File: src/rtl/owb_pkg.sv
`timescale 1ns/1ps
package owb_pkg;

    typedef enum logic [1:0] {
        OWB_OP_WRITE = 2'b00,
        OWB_OP_READ  = 2'b01,
        OWB_OP_TOUCH = 2'b10,
        OWB_OP_SPARE = 2'b11
    } owb_op_e;

    typedef enum logic [2:0] {
        ST_IDLE,
        ST_ISSUE,
        ST_WAIT_SLOT,
        ST_HOLD,
        ST_FINISH
    } owb_state_e;

endpackage

File: src/rtl/owb_ms_timer.sv
`timescale 1ns/1ps
module owb_ms_timer #(
    parameter int TICKS_PER_MS = 1000,
    parameter int MS_W         = 16
) (
    input  logic            clk,
    input  logic            rst_n,
    input  logic            us_tick,
    input  logic            load,
    input  logic [MS_W-1:0] load_ms,
    output logic            zero
);
    logic [MS_W-1:0] ms_left;
    logic            ms_step;

    generate
        if (TICKS_PER_MS == 1) begin : g_direct
            assign ms_step = us_tick;
        end else begin : g_div
            localparam int TCK_W = $clog2(TICKS_PER_MS);
            localparam logic [TCK_W-1:0] TCK_LAST = TCK_W'(TICKS_PER_MS - 1);
            logic [TCK_W-1:0] us_cnt;

            always_ff @(posedge clk or negedge rst_n) begin
                if (!rst_n) begin
                    us_cnt <= '0;
                end else if (load) begin
                    us_cnt <= '0;
                end else if (us_tick && ms_left != '0) begin
                    if (us_cnt == TCK_LAST) begin
                        us_cnt <= '0;
                    end else begin
                        us_cnt <= us_cnt + 1'b1;
                    end
                end
            end

            assign ms_step = us_tick && (us_cnt == TCK_LAST);
        end
    endgenerate

    always_ff @(posedge clk or negedge rst_n) begin
        if (!rst_n) begin
            ms_left <= '0;
        end else if (load) begin
            ms_left <= load_ms;
        end else if (ms_step && ms_left != '0) begin
            ms_left <= ms_left - 1'b1;
        end
    end

    assign zero = (ms_left == '0);
endmodule

File: src/rtl/owb_spu_req.sv
`timescale 1ns/1ps
module owb_spu_req #(
    parameter int MS_W = 16
) (
    input  logic            clk,
    input  logic            rst_n,
    input  logic            load_en,
    input  logic [MS_W-1:0] load_ms,
    input  logic            consume,
    output logic [MS_W-1:0] pend_ms,
    output logic            pending
);
    always_ff @(posedge clk or negedge rst_n) begin
        if (!rst_n) begin
            pend_ms <= '0;
        end else if (load_en) begin
            pend_ms <= load_ms;
        end else if (consume) begin
            pend_ms <= '0;
        end
    end

    assign pending = (pend_ms != '0);
endmodule

File: src/rtl/owb_bit_shifter.sv
`timescale 1ns/1ps
module owb_bit_shifter #(
    parameter int DATA_W = 8
) (
    input  logic              clk,
    input  logic              rst_n,
    input  logic              load,
    input  logic [DATA_W-1:0] load_val,
    input  logic              shift,
    input  logic              shift_in,
    output logic              lsb,
    output logic [DATA_W-1:0] q
);
    always_ff @(posedge clk or negedge rst_n) begin
        if (!rst_n) begin
            q <= '0;
        end else if (load) begin
            q <= load_val;
        end else if (shift) begin
            q <= {shift_in, q[DATA_W-1:1]};
        end
    end

    assign lsb = q[0];
endmodule

File: src/rtl/owb_byte_fsm.sv
`timescale 1ns/1ps
module owb_byte_fsm
    import owb_pkg::*;
#(
    parameter int DATA_W = 8
) (
    input  logic       clk,
    input  logic       rst_n,
    input  logic       cmd_start,
    input  logic [1:0] cmd_op,
    input  logic       hw_en,
    input  logic       slot_done,
    input  logic       pending,
    input  logic       tmr_zero,
    output logic       busy,
    output logic       sh_load,
    output logic       sh_shift,
    output logic       send_ones,
    output logic       slot_req,
    output logic       tmr_load,
    output logic       drive,
    output logic       done
);
    localparam int IDX_W = (DATA_W > 1) ? $clog2(DATA_W) : 1;
    localparam logic [IDX_W-1:0] IDX_LAST = IDX_W'(DATA_W - 1);

    owb_state_e       state, state_nx;
    owb_op_e          op_q;
    logic             hw_q;
    logic [IDX_W-1:0] idx;
    logic             at_last;
    logic             takes;

    assign at_last = (idx == IDX_LAST);
    assign takes   = pending && (op_q != OWB_OP_READ);

    always_ff @(posedge clk or negedge rst_n) begin
        if (!rst_n) begin
            state <= ST_IDLE;
        end else begin
            state <= state_nx;
        end
    end

    always_ff @(posedge clk or negedge rst_n) begin
        if (!rst_n) begin
            op_q <= OWB_OP_WRITE;
            hw_q <= 1'b0;
            idx  <= '0;
        end else if (state == ST_IDLE && cmd_start) begin
            op_q <= owb_op_e'(cmd_op);
            hw_q <= hw_en;
            idx  <= '0;
        end else if (state == ST_WAIT_SLOT && slot_done && !at_last) begin
            idx <= idx + 1'b1;
        end
    end

    always_comb begin
        state_nx = state;
        unique case (state)
            ST_IDLE:      if (cmd_start) state_nx = ST_ISSUE;
            ST_ISSUE:     state_nx = ST_WAIT_SLOT;
            ST_WAIT_SLOT: begin
                if (slot_done) begin
                    if (!at_last)   state_nx = ST_ISSUE;
                    else if (takes) state_nx = ST_HOLD;
                    else            state_nx = ST_FINISH;
                end
            end
            ST_HOLD:      if (tmr_zero) state_nx = ST_FINISH;
            ST_FINISH:    state_nx = ST_IDLE;
            default:      state_nx = ST_IDLE;
        endcase
    end

    always_comb begin
        busy      = (state != ST_IDLE);
        sh_load   = (state == ST_IDLE) && cmd_start;
        sh_shift  = (state == ST_WAIT_SLOT) && slot_done;
        send_ones = (op_q == OWB_OP_READ);
        slot_req  = (state == ST_ISSUE);
        tmr_load  = (state == ST_WAIT_SLOT) && slot_done && at_last && takes;
        done      = (state == ST_FINISH);
        drive     = 1'b0;
        unique case (state)
            ST_ISSUE, ST_WAIT_SLOT: drive = hw_q && at_last && takes;
            ST_HOLD:                drive = hw_q;
            default:                drive = 1'b0;
        endcase
    end
endmodule

File: src/rtl/owb_byte_xfer.sv
`timescale 1ns/1ps
module owb_byte_xfer #(
    parameter int DATA_W       = 8,
    parameter int MS_W         = 16,
    parameter int TICKS_PER_MS = 1000
) (
    input  logic              clk,
    input  logic              rst_n,
    input  logic              us_tick,
    input  logic              cmd_start,
    input  logic [1:0]        cmd_op,
    input  logic [DATA_W-1:0] cmd_data,
    output logic              cmd_done,
    output logic [DATA_W-1:0] rd_data,
    input  logic [MS_W-1:0]   spu_ms,
    input  logic              spu_load,
    input  logic              spu_hw_en,
    output logic              spu_drive,
    output logic              slot_req,
    output logic              slot_wbit,
    input  logic              slot_done,
    input  logic              slot_rbit
);
    logic            busy, sh_load, sh_shift, send_ones, sh_lsb;
    logic            tmr_load, tmr_zero, pending;
    logic [MS_W-1:0] pend_ms;

    owb_byte_fsm #(.DATA_W(DATA_W)) u_fsm (
        .clk       (clk),
        .rst_n     (rst_n),
        .cmd_start (cmd_start),
        .cmd_op    (cmd_op),
        .hw_en     (spu_hw_en),
        .slot_done (slot_done),
        .pending   (pending),
        .tmr_zero  (tmr_zero),
        .busy      (busy),
        .sh_load   (sh_load),
        .sh_shift  (sh_shift),
        .send_ones (send_ones),
        .slot_req  (slot_req),
        .tmr_load  (tmr_load),
        .drive     (spu_drive),
        .done      (cmd_done)
    );

    owb_bit_shifter #(.DATA_W(DATA_W)) u_shift (
        .clk      (clk),
        .rst_n    (rst_n),
        .load     (sh_load),
        .load_val (cmd_data),
        .shift    (sh_shift),
        .shift_in (slot_rbit),
        .lsb      (sh_lsb),
        .q        (rd_data)
    );

    owb_spu_req #(.MS_W(MS_W)) u_req (
        .clk     (clk),
        .rst_n   (rst_n),
        .load_en (spu_load && !busy),
        .load_ms (spu_ms),
        .consume (tmr_load),
        .pend_ms (pend_ms),
        .pending (pending)
    );

    owb_ms_timer #(.TICKS_PER_MS(TICKS_PER_MS), .MS_W(MS_W)) u_tmr (
        .clk     (clk),
        .rst_n   (rst_n),
        .us_tick (us_tick),
        .load    (tmr_load),
        .load_ms (pend_ms),
        .zero    (tmr_zero)
    );

    assign slot_wbit = send_ones ? 1'b1 : sh_lsb;
endmodule

File: config.mk
export PLATFORM = sky130hd
export DESIGN_NAME = owb_byte_xfer
export DESIGN_NICKNAME = d
export VERILOG_FILES = /design/src/rtl/owb_pkg.sv /design/src/rtl/owb_ms_timer.sv /design/src/rtl/owb_spu_req.sv /design/src/rtl/owb_bit_shifter.sv /design/src/rtl/owb_byte_fsm.sv /design/src/rtl/owb_byte_xfer.sv
export SDC_FILE = /design/constraint.sdc
export NUM_CORES = 1
export LEC_CHECK = 0
export BUFFER_PORTS_ARGS = -buffer_cell sky130_fd_sc_hd__clkbuf_2
export CORE_AREA = 2 2 87 89
export DETAILED_ROUTE_END_ITERATION = 16
export DIE_AREA = 0 0 89 91
export SYNTH_ARGS = -nofsm -noshare
export SYNTH_HDL_FRONTEND = slang
export SYNTH_SLANG_ARGS = --single-unit
File: constraint.sdc
create_clock -name clk -period 2.66 [get_ports clk]
set_input_delay 0.266 -clock clk [delete_from_list [all_inputs] [get_ports clk]]
set_output_delay 0.266 -clock clk [all_outputs]
set_load 0.01 [all_outputs]
==> results of run 1 <==
worst min-delay path: stages:
cell and delay [ns]:
clkbuf_2 0.07, nand2_1 0.04, nand2_1 0.04
cells by family after synthesis:
group	after synthesis	synth area share, %
xor gates and xnor gates	14	3.87
adders and majority gates	4	1.58
muxes	10	3.20
AOI/OAI and AO/OA	85	18.0
DFF	59	46.6
buffers and inverters	21	3.00
and+or+nand+nor	148	23.7
synthesized netlist by cell type, types with 6 or more instances:
cell type | instances | area (um^2)
nand3_1 | 6 | 30.0
a21oi_1 | 12 | 60.1
nor2_1 | 14 | 52.6
nand4_1 | 6 | 37.5
dfrtp_1 | 59 | 1480
clkbuf_1 | 11 | 41.3
mux2i_1 | 9 | 90.1
nor4_1 | 7 | 43.8
o21ai_0 | 37 | 185
nand2_1 | 75 | 282
xnor2_1 | 10 | 87.6
state kept, by name, indices dropped and copies added (netlist names):
register / cells
u_fsm.hw_q: 1
u_fsm.idx: 3
u_fsm.op_q: 2
u_fsm.state: 3
u_req.pend_ms: 16
u_shift.q: 8
u_tmr.g_div.us_cnt: 10
u_tmr.ms_left: 16
cell type report:
class | instances | area, um^2 | area share, %
Multi-Input combinational cell | 261 | 1600 | 43.3
Timing Repair Buffer | 57 | 318 | 8.59
Tap cell | 99 | 124 | 3.35
Inverter | 5 | 18.8 | 0.507
Sequential cell | 59 | 1480 | 39.9
Clock buffer | 12 | 145 | 3.92
Clock inverter | 3 | 15.0 | 0.406
routing by layer:
| layer | up-vias | wire (um) | part of all wire, % | global-route usage [%] |
|---|---|---|---|---|
| li1 | 1331 | - | - | - |
| met1 | 1261 | 3700 | 51 | 30.3 |
| met2 | 72 | 3080 | 42 | 27.1 |
| met3 | 9 | 415 | 5.7 | 4.36 |
| met4 | 0 | 97 | 1.3 | 5.60 |
| met5 | - | 0 | 0 | 0 |
through the flow:
step / instance area [um^2] / power (mW) / hold WS [ns]
2_1_floorplan: 3170 / 2.32 / -0.0296
3_3_place_gp: 3530 / 2.66 / 0.248
3_5_place_dp: 3530 / 2.69 / 0.247
4_1_cts: 3700 / 3.39 / 0.116
5_1_grt: 3700 / 3.64 / 0.119
6_report: 3700 / 3.37 / 0.128
final timing paths:
check,startpoint,to,depth (start not counted)
max reg2reg,u_tmr.g_div.us_cnt[0],u_tmr.ms_left[1],6
min reg2reg,u_fsm.op_q[1],u_fsm.op_q[1],2
min,cmd_op[1],u_fsm.op_q[1],3
min in group asynchronous,rst_n,u_req.pend_ms[3],2
max in group asynchronous,rst_n,u_fsm.idx[1],3
max,u_tmr.g_div.us_cnt[0],u_tmr.ms_left[1],6
where the power goes:
group	switching [mW]	internal (mW)	total [mW]
clock	0.342	0.354	0.697
sequential	0.380	1.26	1.64
combinational	0.546	0.484	1.03
total	1.27	2.10	3.37
==> flow_summary.toml, run 1 <==
[cells_and_area]
post-route-util_pct = 51.9
final_common_cell = "nand2_1"
area_growth_pct = 16.8
stdcell_count = 496
layout-drive-gt1-share_pct = 20.7
nets = 431
fillers = 724
antennaDiodeCount = 0
most-common-layout-cells = "nand2_1 (75), dfrtp_1 (59), clkbuf_2 (45)"

[synthesis]
postSynthAreaPerCell_um2 = 9.29
ys_warn_count = 0
syn_area_mm2 = 0.00317
ys_seq_elements = 59
ys_types = 54
syn_inst = 341
synth_nets = 379
ys_async_sr_fraction_pct = 100
yosysSeqAreaShare_pct = 46.6
synth_flop_cell = "dfrtp_1"
synth_edf_count = 0

[timing]
layout_setup_ws_ns = 0.233
timing.final.crit_share_pct = 91.3
finalMaxSlewViolations = 0
rsz0062_at_grt = "false"
finalSetupTns_ns = 0
hold_viol = 0
fmaxAchievable_ghz = 0.412
skew_ns = 0.00595
worstMarginPinSlew_ns = 0.715
relSlewSlack_pct = 52.4
fin_crit_ns = 2.43
setup_viol = 0

[power]
p_per_area_mw_per_mm2 = 911
ir_drop_v = 0.000533
leakage_nw = 1.55

[worst_setup_path]
criticalPathCategory = "reg2reg"
critPathMaxStageDelay_ns = 0.80
r2r_setup_slack_ns = 0.23
crit_path_top_delay_cell = "or4_1"
crit_arrival_ns = 2.68
critPathLaunchType = "register"
cpLargestDelayFamily = "simple AND/OR/NAND/NOR gates"
path_buf_inv = 0
required_ns = 2.92
worstPathMaxFanout = 9
endpoint_kind = "register"
crit_chain = "ha_1 -> nand4_1 -> or4_1 -> a21oi_2 -> mux2_2 -> o21ai_1"

[global_routing]
grt_overflow_total = 0
grt_first_pass_wirelength_um = 12400
antenna_found_initial = 0
grt_start_max_net_pins = 50
track_usage_pct = 19.5
grt_pass1_vias = 2504

[clock_tree]
cts_max_level = 3
clockBufferDepth = 2
insertion_delay_ns = 0.33
cts_tree = "yes"
cts.hold.buffers_added = 1
clkSlewWorstSetupHoldPaths_ns = 0.07
cts-buffers-inserted = 9
clkSinkCount = 59
cts-root-buf = "clkbuf_8"
postCtsSetupRepairBufs = 0
cts_resized = 0

[placement]
port_buffers = 45
dp.cells = 480
post-dp-hpwl_um = 5100
place_ws_ns = 0.247
gp_congestion = 0.790

[floorplan]
die-area_mm2 = 0.00810
placeableCoreArea_mm2 = 0.00714
die_width_um = 89
initial_core_util_pct = 44.4
die_h_um = 91
num_io_pins = 46
rows = 31

[drt]
firstDrtPassIters = 4
wl_per_cell_um = 14.7
final_antenna_net_count = 0
drc = 0
routed_via_density = 5.39
wl_um = 7300
via_count = 2673
drtIter0Drc = 126

[run_status]
outcome = "finished, final reports clean"

[run]
maxCapViolCount = 0

[min_path]
hp-class = "in2reg"
Power figures use the tool's default switching activity.
==> inputs of run 2 (changes only) <==
CORE_AREA = 2 2 79 99   (was 2 2 87 89)
DIE_AREA = 0 0 81 101   (was 0 0 89 91)
==> run 2 against run 1 <==
Effect of this change: non-clock buffer count decreased by 3; critical path depth unchanged; maximum frequency increased by 0.82%; first-iteration DRC count decreased by 21%; critical endpoint is now u_tmr.ms_left[13]; utilization decreased by 0.69 points; routed wire length increased by 0.11%; highest routed layer unchanged; global-route usage increased by 0.51 points; power increased by 5.0%; via count increased by 0.41%; register-to-register slack improved by 0.02 ns; clock skew decreased by 0.0014 ns.
==> flow_summary.toml, run 2 (synthesis gave the netlist of run 1 again) <==
[run_status]
outcome = "finished, final reports clean"

[timing]
finalSetupTns_ns = 0
worstMarginPinSlew_ns = 0.957
finalMaxSlewViolations = 0
skew_ns = 0.00455
layout_setup_ws_ns = 0.252
hold_viol = 0
rsz0062_at_grt = "false"
fmaxAchievable_ghz = 0.415
setup_viol = 0
timing.final.crit_share_pct = 90.5
relSlewSlack_pct = 36.2
fin_crit_ns = 2.41

[cells_and_area]
antennaDiodeCount = 0
most-common-layout-cells = "nand2_1 (75), dfrtp_1 (59), clkbuf_2 (45)"
nets = 428
post-route-util_pct = 51.2
fillers = 750
reg_top3 = "u_req.pend_ms (16), u_tmr.ms_left (16), u_tmr.g_div.us_cnt (10)"
layout-drive-gt1-share_pct = 20.6
regArea_mm2 = 0.00148
multi_input_area_mm2 = 0.00160
area_growth_pct = 17.4
final_common_cell = "nand2_1"
final_area_mm2 = 0.00372

[floorplan]
num_io_pins = 46
die_h_um = 101
placeableCoreArea_mm2 = 0.00727
die_width_um = 81
initial_core_util_pct = 43.6
die-area_mm2 = 0.00818
rows = 35

[global_routing]
antenna_found_initial = 0
track_usage_pct = 20.0
grt_overflow_total = 0
grt_pass1_vias = 2647
grt_first_pass_wirelength_um = 12500
grt_start_max_net_pins = 50

[worst_setup_path]
reg2reg_depth = 6
criticalPathCategory = "reg2reg"
r2r_setup_slack_ns = 0.25
crit_arrival_ns = 2.62
endpoint_kind = "register"
r2r-start = "u_tmr.g_div.us_cnt[0]"
critPathLaunchType = "register"
worstPathMaxFanout = 9
rr_endpoint = "u_tmr.ms_left[13]"
required_ns = 2.87

[clock_tree]
cts.hold.buffers_added = 0
cts-buffers-inserted = 9
cts_max_level = 3
clkSlewWorstSetupHoldPaths_ns = 0.06
clkSinkCount = 59
insertion_delay_ns = 0.34
postCtsSetupRepairBufs = 0
cts-root-buf = "clkbuf_8"
clockBufferDepth = 2
cts_tree = "yes"
cts_resized = 0

[placement]
port_buffers = 45
place_ws_ns = 0.253
placedInstanceArea_mm2 = 0.00351
post-dp-hpwl_um = 5150
gp_congestion = 0.800

[drt]
routed_via_density = 5.52
wl_met1_um = 3330
route.met2.wl_um = 3550
routed-wl-met3_um = 298
wl_per_cell_um = 15.0
top_layer_used = "met4"
drc = 0
firstDrtPassIters = 4
via_count = 2684
wl_um = 7300
final_antenna_net_count = 0
drtIter0Drc = 100

[run]
maxCapViolCount = 0

[power]
leakage_nw = 1.56
p_per_area_mw_per_mm2 = 951
ir_drop_v = 0.000518

[min_path]
hp-class = "in2async"
==> run 2: changes by cell type in the layout (fill, tap and decap cells not counted) <==
cell           before  now
buf_4              11    9
clkbuf_8           10   13
dlygate4sd3_1       1    0
clkinv_2            3    0
bufinv_16           0    1
clkbuf_1            2    1
==> run 2: where the power goes <==
group | total (mW) | switching [mW] | internal (mW)
clock network | 0.872 | 0.342 | 0.531
registers | 1.64 | 0.380 | 1.26
logic | 1.02 | 0.546 | 0.475
==> run 2: worst max-delay path by stage <==
stage / slack [ns] / to / from / depth (start not counted)
3_5_place_dp: 0.25 / u_tmr.ms_left[13] / u_tmr.g_div.us_cnt[0] / 6
6_report: 0.25 / u_tmr.ms_left[13] / u_tmr.g_div.us_cnt[0] / 6
4_1_cts: 0.24 / u_tmr.ms_left[1] / u_tmr.g_div.us_cnt[0] / 6
2_1_floorplan: 0.58 / u_tmr.ms_left[13] / u_tmr.g_div.us_cnt[0] / 7
3_3_place_gp: 0.28 / u_tmr.ms_left[1] / u_tmr.g_div.us_cnt[0] / 6
5_1_grt: 0.05 / u_tmr.ms_left[9] / u_tmr.g_div.us_cnt[0] / 6
==> run 2: through the flow <==
step | total power, mW | hold WS (ns) | instances
floorplan | 2.32 | -0.0296 | 341
global placement | 2.64 | 0.451 | 471
detailed placement | 2.68 | 0.457 | 471
CTS | 3.57 | 0.0967 | 486
global route | 3.81 | 0.117 | 486
finish | 3.54 | 0.0653 | 486
==> run 2: layout make-up <==
cell class	instances	area share, %
flip-flops and latches	59	39.7
repair buffers	54	7.87
well taps	92	3.09
clock buffers	14	4.91
clock inverters	1	0.807
multi-input cells	261	43.1
inverters	5	0.505
==> run 2: critical path, cell delays in order (launching register included) <==
cell       delay [ns]
dfrtp_1          0.38
ha_1             0.24
nand4_1          0.15
or4_1            0.79
a2111oi_2        0.47
xnor2_1          0.18
o21ai_2          0.06
==> run 2: per-layer routing <==
metal,track usage [%],up-vias
li1,-,1324
met1,25.5,1301
met2,32.3,48
met3,4.75,11
met4,8.60,0
met5,0,-
==> inputs of run 3 (changes only) <==
ABC_AREA = 1   (was not set)
CORE_AREA = 2 2 82 104   (was 2 2 79 99)
DIE_AREA = 0 0 84 106   (was 0 0 81 101)
==> run 3 against run 2 <==
Effect of this change: clock skew rose by 0.0014 ns; utilization is 0.91 points lower; sequential cell count stayed put; sequential power is 17% lower; clock-buffer cell count is 2 lower; final cell count up 31%; register-to-register slack improved by 0.36 ns; area after synthesis grew 9.8%; routed wire length increased by 16%; power increased by 0.27%; critical endpoint is now u_tmr.ms_left[0]; largest power group unchanged.
==> flow_summary.toml, run 3 <==
[timing]
hold_viol = 0
hold_ws_ns = 0.132
fin_crit_ns = 2.05
fmaxAchievable_ghz = 0.488
skew_ns = 0.00596
rsz0062_at_grt = "false"
finalSetupTns_ns = 0
finalMaxSlewViolations = 0
setup_viol = 0
relSlewSlack_pct = 51.3
worstMarginPinSlew_ns = 0.730
timing.final.crit_share_pct = 77.1

[synthesis]
synthTopCellsByCount = "nand2_1 (167), dfrtp_1 (59), nor2_1 (49), inv_1 (48), nand3_1 (47)"
ys_types = 31
syn_inst = 489
synth_most_common_cell = "nand2_1"
synth_flop_cell = "dfrtp_1"
ys_warn_count = 0
synth.area.top_cells = "dfrtp_1 (42%), nand2_1 (18%), nand3_1 (6.8%)"
ys_async_sr_fraction_pct = 100
synth_nets = 527
syn_area_mm2 = 0.00348
synth_top_area_share_pct = 42.4
postSynthAreaPerCell_um2 = 7.11
synth_edf_count = 0
ys_seq_elements = 59
yosysSeqAreaShare_pct = 42.4
synth_top_area_cell = "dfrtp_1"

[cells_and_area]
most-common-layout-cells = "nand2_1 (167), dfrtp_1 (59), nor2_1 (49)"
area_growth_pct = 15.7
nets = 573
layout-drive-gt1-share_pct = 14.3
final_common_cell = "nand2_1"
post-route-util_pct = 50.3
fillers = 811
antennaDiodeCount = 0
reg_top3 = "u_req.pend_ms (16), u_tmr.ms_left (16), u_tmr.g_div.us_cnt (10)"

[clock_tree]
cts_resized = 0
clockBufferDepth = 2
cts_max_level = 3
clkSinkCount = 59
cts_tree = "yes"
cts-root-buf = "clkbuf_8"
insertion_delay_ns = 0.34
clkSlewWorstSetupHoldPaths_ns = 0.07
cts-buffers-inserted = 9

[min_path]
hp-class = "in2reg"
hold_depth = 3
min_to = "u_fsm.op_q[1]"
min_from = "cmd_op[1]"

[drt]
wl_per_cell_um = 13.3
drtIter0Drc = 181
drc = 0
wl_um = 8450
firstDrtPassIters = 4
final_antenna_net_count = 0
via_count = 3214
routed_via_density = 5.05

[power]
p_per_area_mw_per_mm2 = 881
ir_drop_v = 0.000537
leakage_nw = 2.17

[run_status]
outcome = "finished, final reports clean"

[placement]
port_buffers = 45
gp_congestion = 0.862
post-dp-hpwl_um = 6370

[global_routing]
grt_first_pass_wirelength_um = 14500
antenna_found_initial = 0
track_usage_pct = 20.5
grt_start_max_net_pins = 33
grt_overflow_total = 0
grt_pass1_vias = 3074

[worst_setup_path]
r2r_setup_slack_ns = 0.61
worstPathMaxFanout = 32
required_ns = 2.89
r2r-start = "u_fsm.idx[1]"
reg2reg_depth = 9
critPathLaunchType = "register"
criticalPathCategory = "reg2reg"
rr_endpoint = "u_tmr.ms_left[0]"
endpoint_kind = "register"
crit_arrival_ns = 2.28

[floorplan]
die_width_um = 84
die-area_mm2 = 0.00890
die_h_um = 106
initial_core_util_pct = 43.4
placeableCoreArea_mm2 = 0.00801
num_io_pins = 46
rows = 37

[run]
maxCapViolCount = 0
-- run 3: worst max-delay path by stage --
| stage | slack, ns | cells past startpoint | startpoint | end |
|---|---|---|---|---|
| after floorplan | 1.09 | 10 | u_fsm.idx[0] | u_tmr.ms_left[13] |
| after global placement | 0.61 | 9 | u_fsm.idx[0] | u_tmr.ms_left[0] |
| after detailed placement | 0.59 | 9 | u_fsm.idx[1] | u_tmr.ms_left[2] |
| after CTS | 0.58 | 9 | u_fsm.idx[1] | u_tmr.ms_left[2] |
| after global routing | 0.39 | 9 | u_fsm.idx[1] | u_tmr.ms_left[4] |
| final | 0.61 | 9 | u_fsm.idx[1] | u_tmr.ms_left[0] |
-- run 3: layer usage --
| layer | wire length, um | GRT usage [%] |
|---|---|---|
| met1 | 3620 | 25.0 |
| met5 | 0 | 0 |
| met3 | 376 | 3.49 |
| met4 | 212 | 9.68 |
| met2 | 4240 | 35.3 |
-- run 3: logic make-up (layout without fill, tap and decap cells) --
logic type	Yosys count	after routing	synth area share, %
flops	59	59	42.4
xor+xnor	11	11	2.77
buf+inv	67	118	8.17
compound gates	50	50	7.37
simple gates	298	298	37.8
fa+ha+maj	4	4	1.44
-- run 3: repair_timing --
| action | 4_1_cts | 5_1_grt |
|---|---|---|
| hold buffers | 1 | 0 |
| hold endpoints to repair | 2 | 0 |
| buffers inserted | 0 | 0 |
-- run 3: report_power, final --
| group | leakage, nW | internal (mW) | switching [mW] |
|---|---|---|---|
| clock network | 0.117 | 0.649 | 0.356 |
| registers | 0.762 | 1.17 | 0.191 |
| logic | 1.29 | 0.409 | 0.775 |
| total | 2.17 | 2.23 | 1.32 |
-- run 3: stage by stage --
step                area, um^2  cells  worst slack [ns]  total power [mW]
floorplan                 3480    489              1.09              2.19
global placement          3770    620             0.614              2.55
detailed placement        3770    620             0.587              2.58
CTS                       4030    637             0.580              3.59
global route              4030    637             0.395              3.84
finish                    4030    637             0.610              3.55
-- run 3: area by class of cell --
cell class	instances	area (um^2)	area share, %
flip-flops and latches	59	1480	36.7
multi-input cells	363	1720	42.7
repair buffers	51	273	6.78
clock buffers	12	145	3.61
clock inverters	4	97.6	2.42
inverters	51	194	4.82
well taps	97	121	3.02
-- run 3: worst max-delay path: stages, from the launching register on --
cell     delay (ns)
dfrtp_1        0.35
ha_1           0.15
ha_1           0.22
inv_1          0.11
nor2_4         0.14
nand3_4        0.33
nand2_4        0.35
inv_4          0.14
nand2_1        0.09
nand2_1        0.05
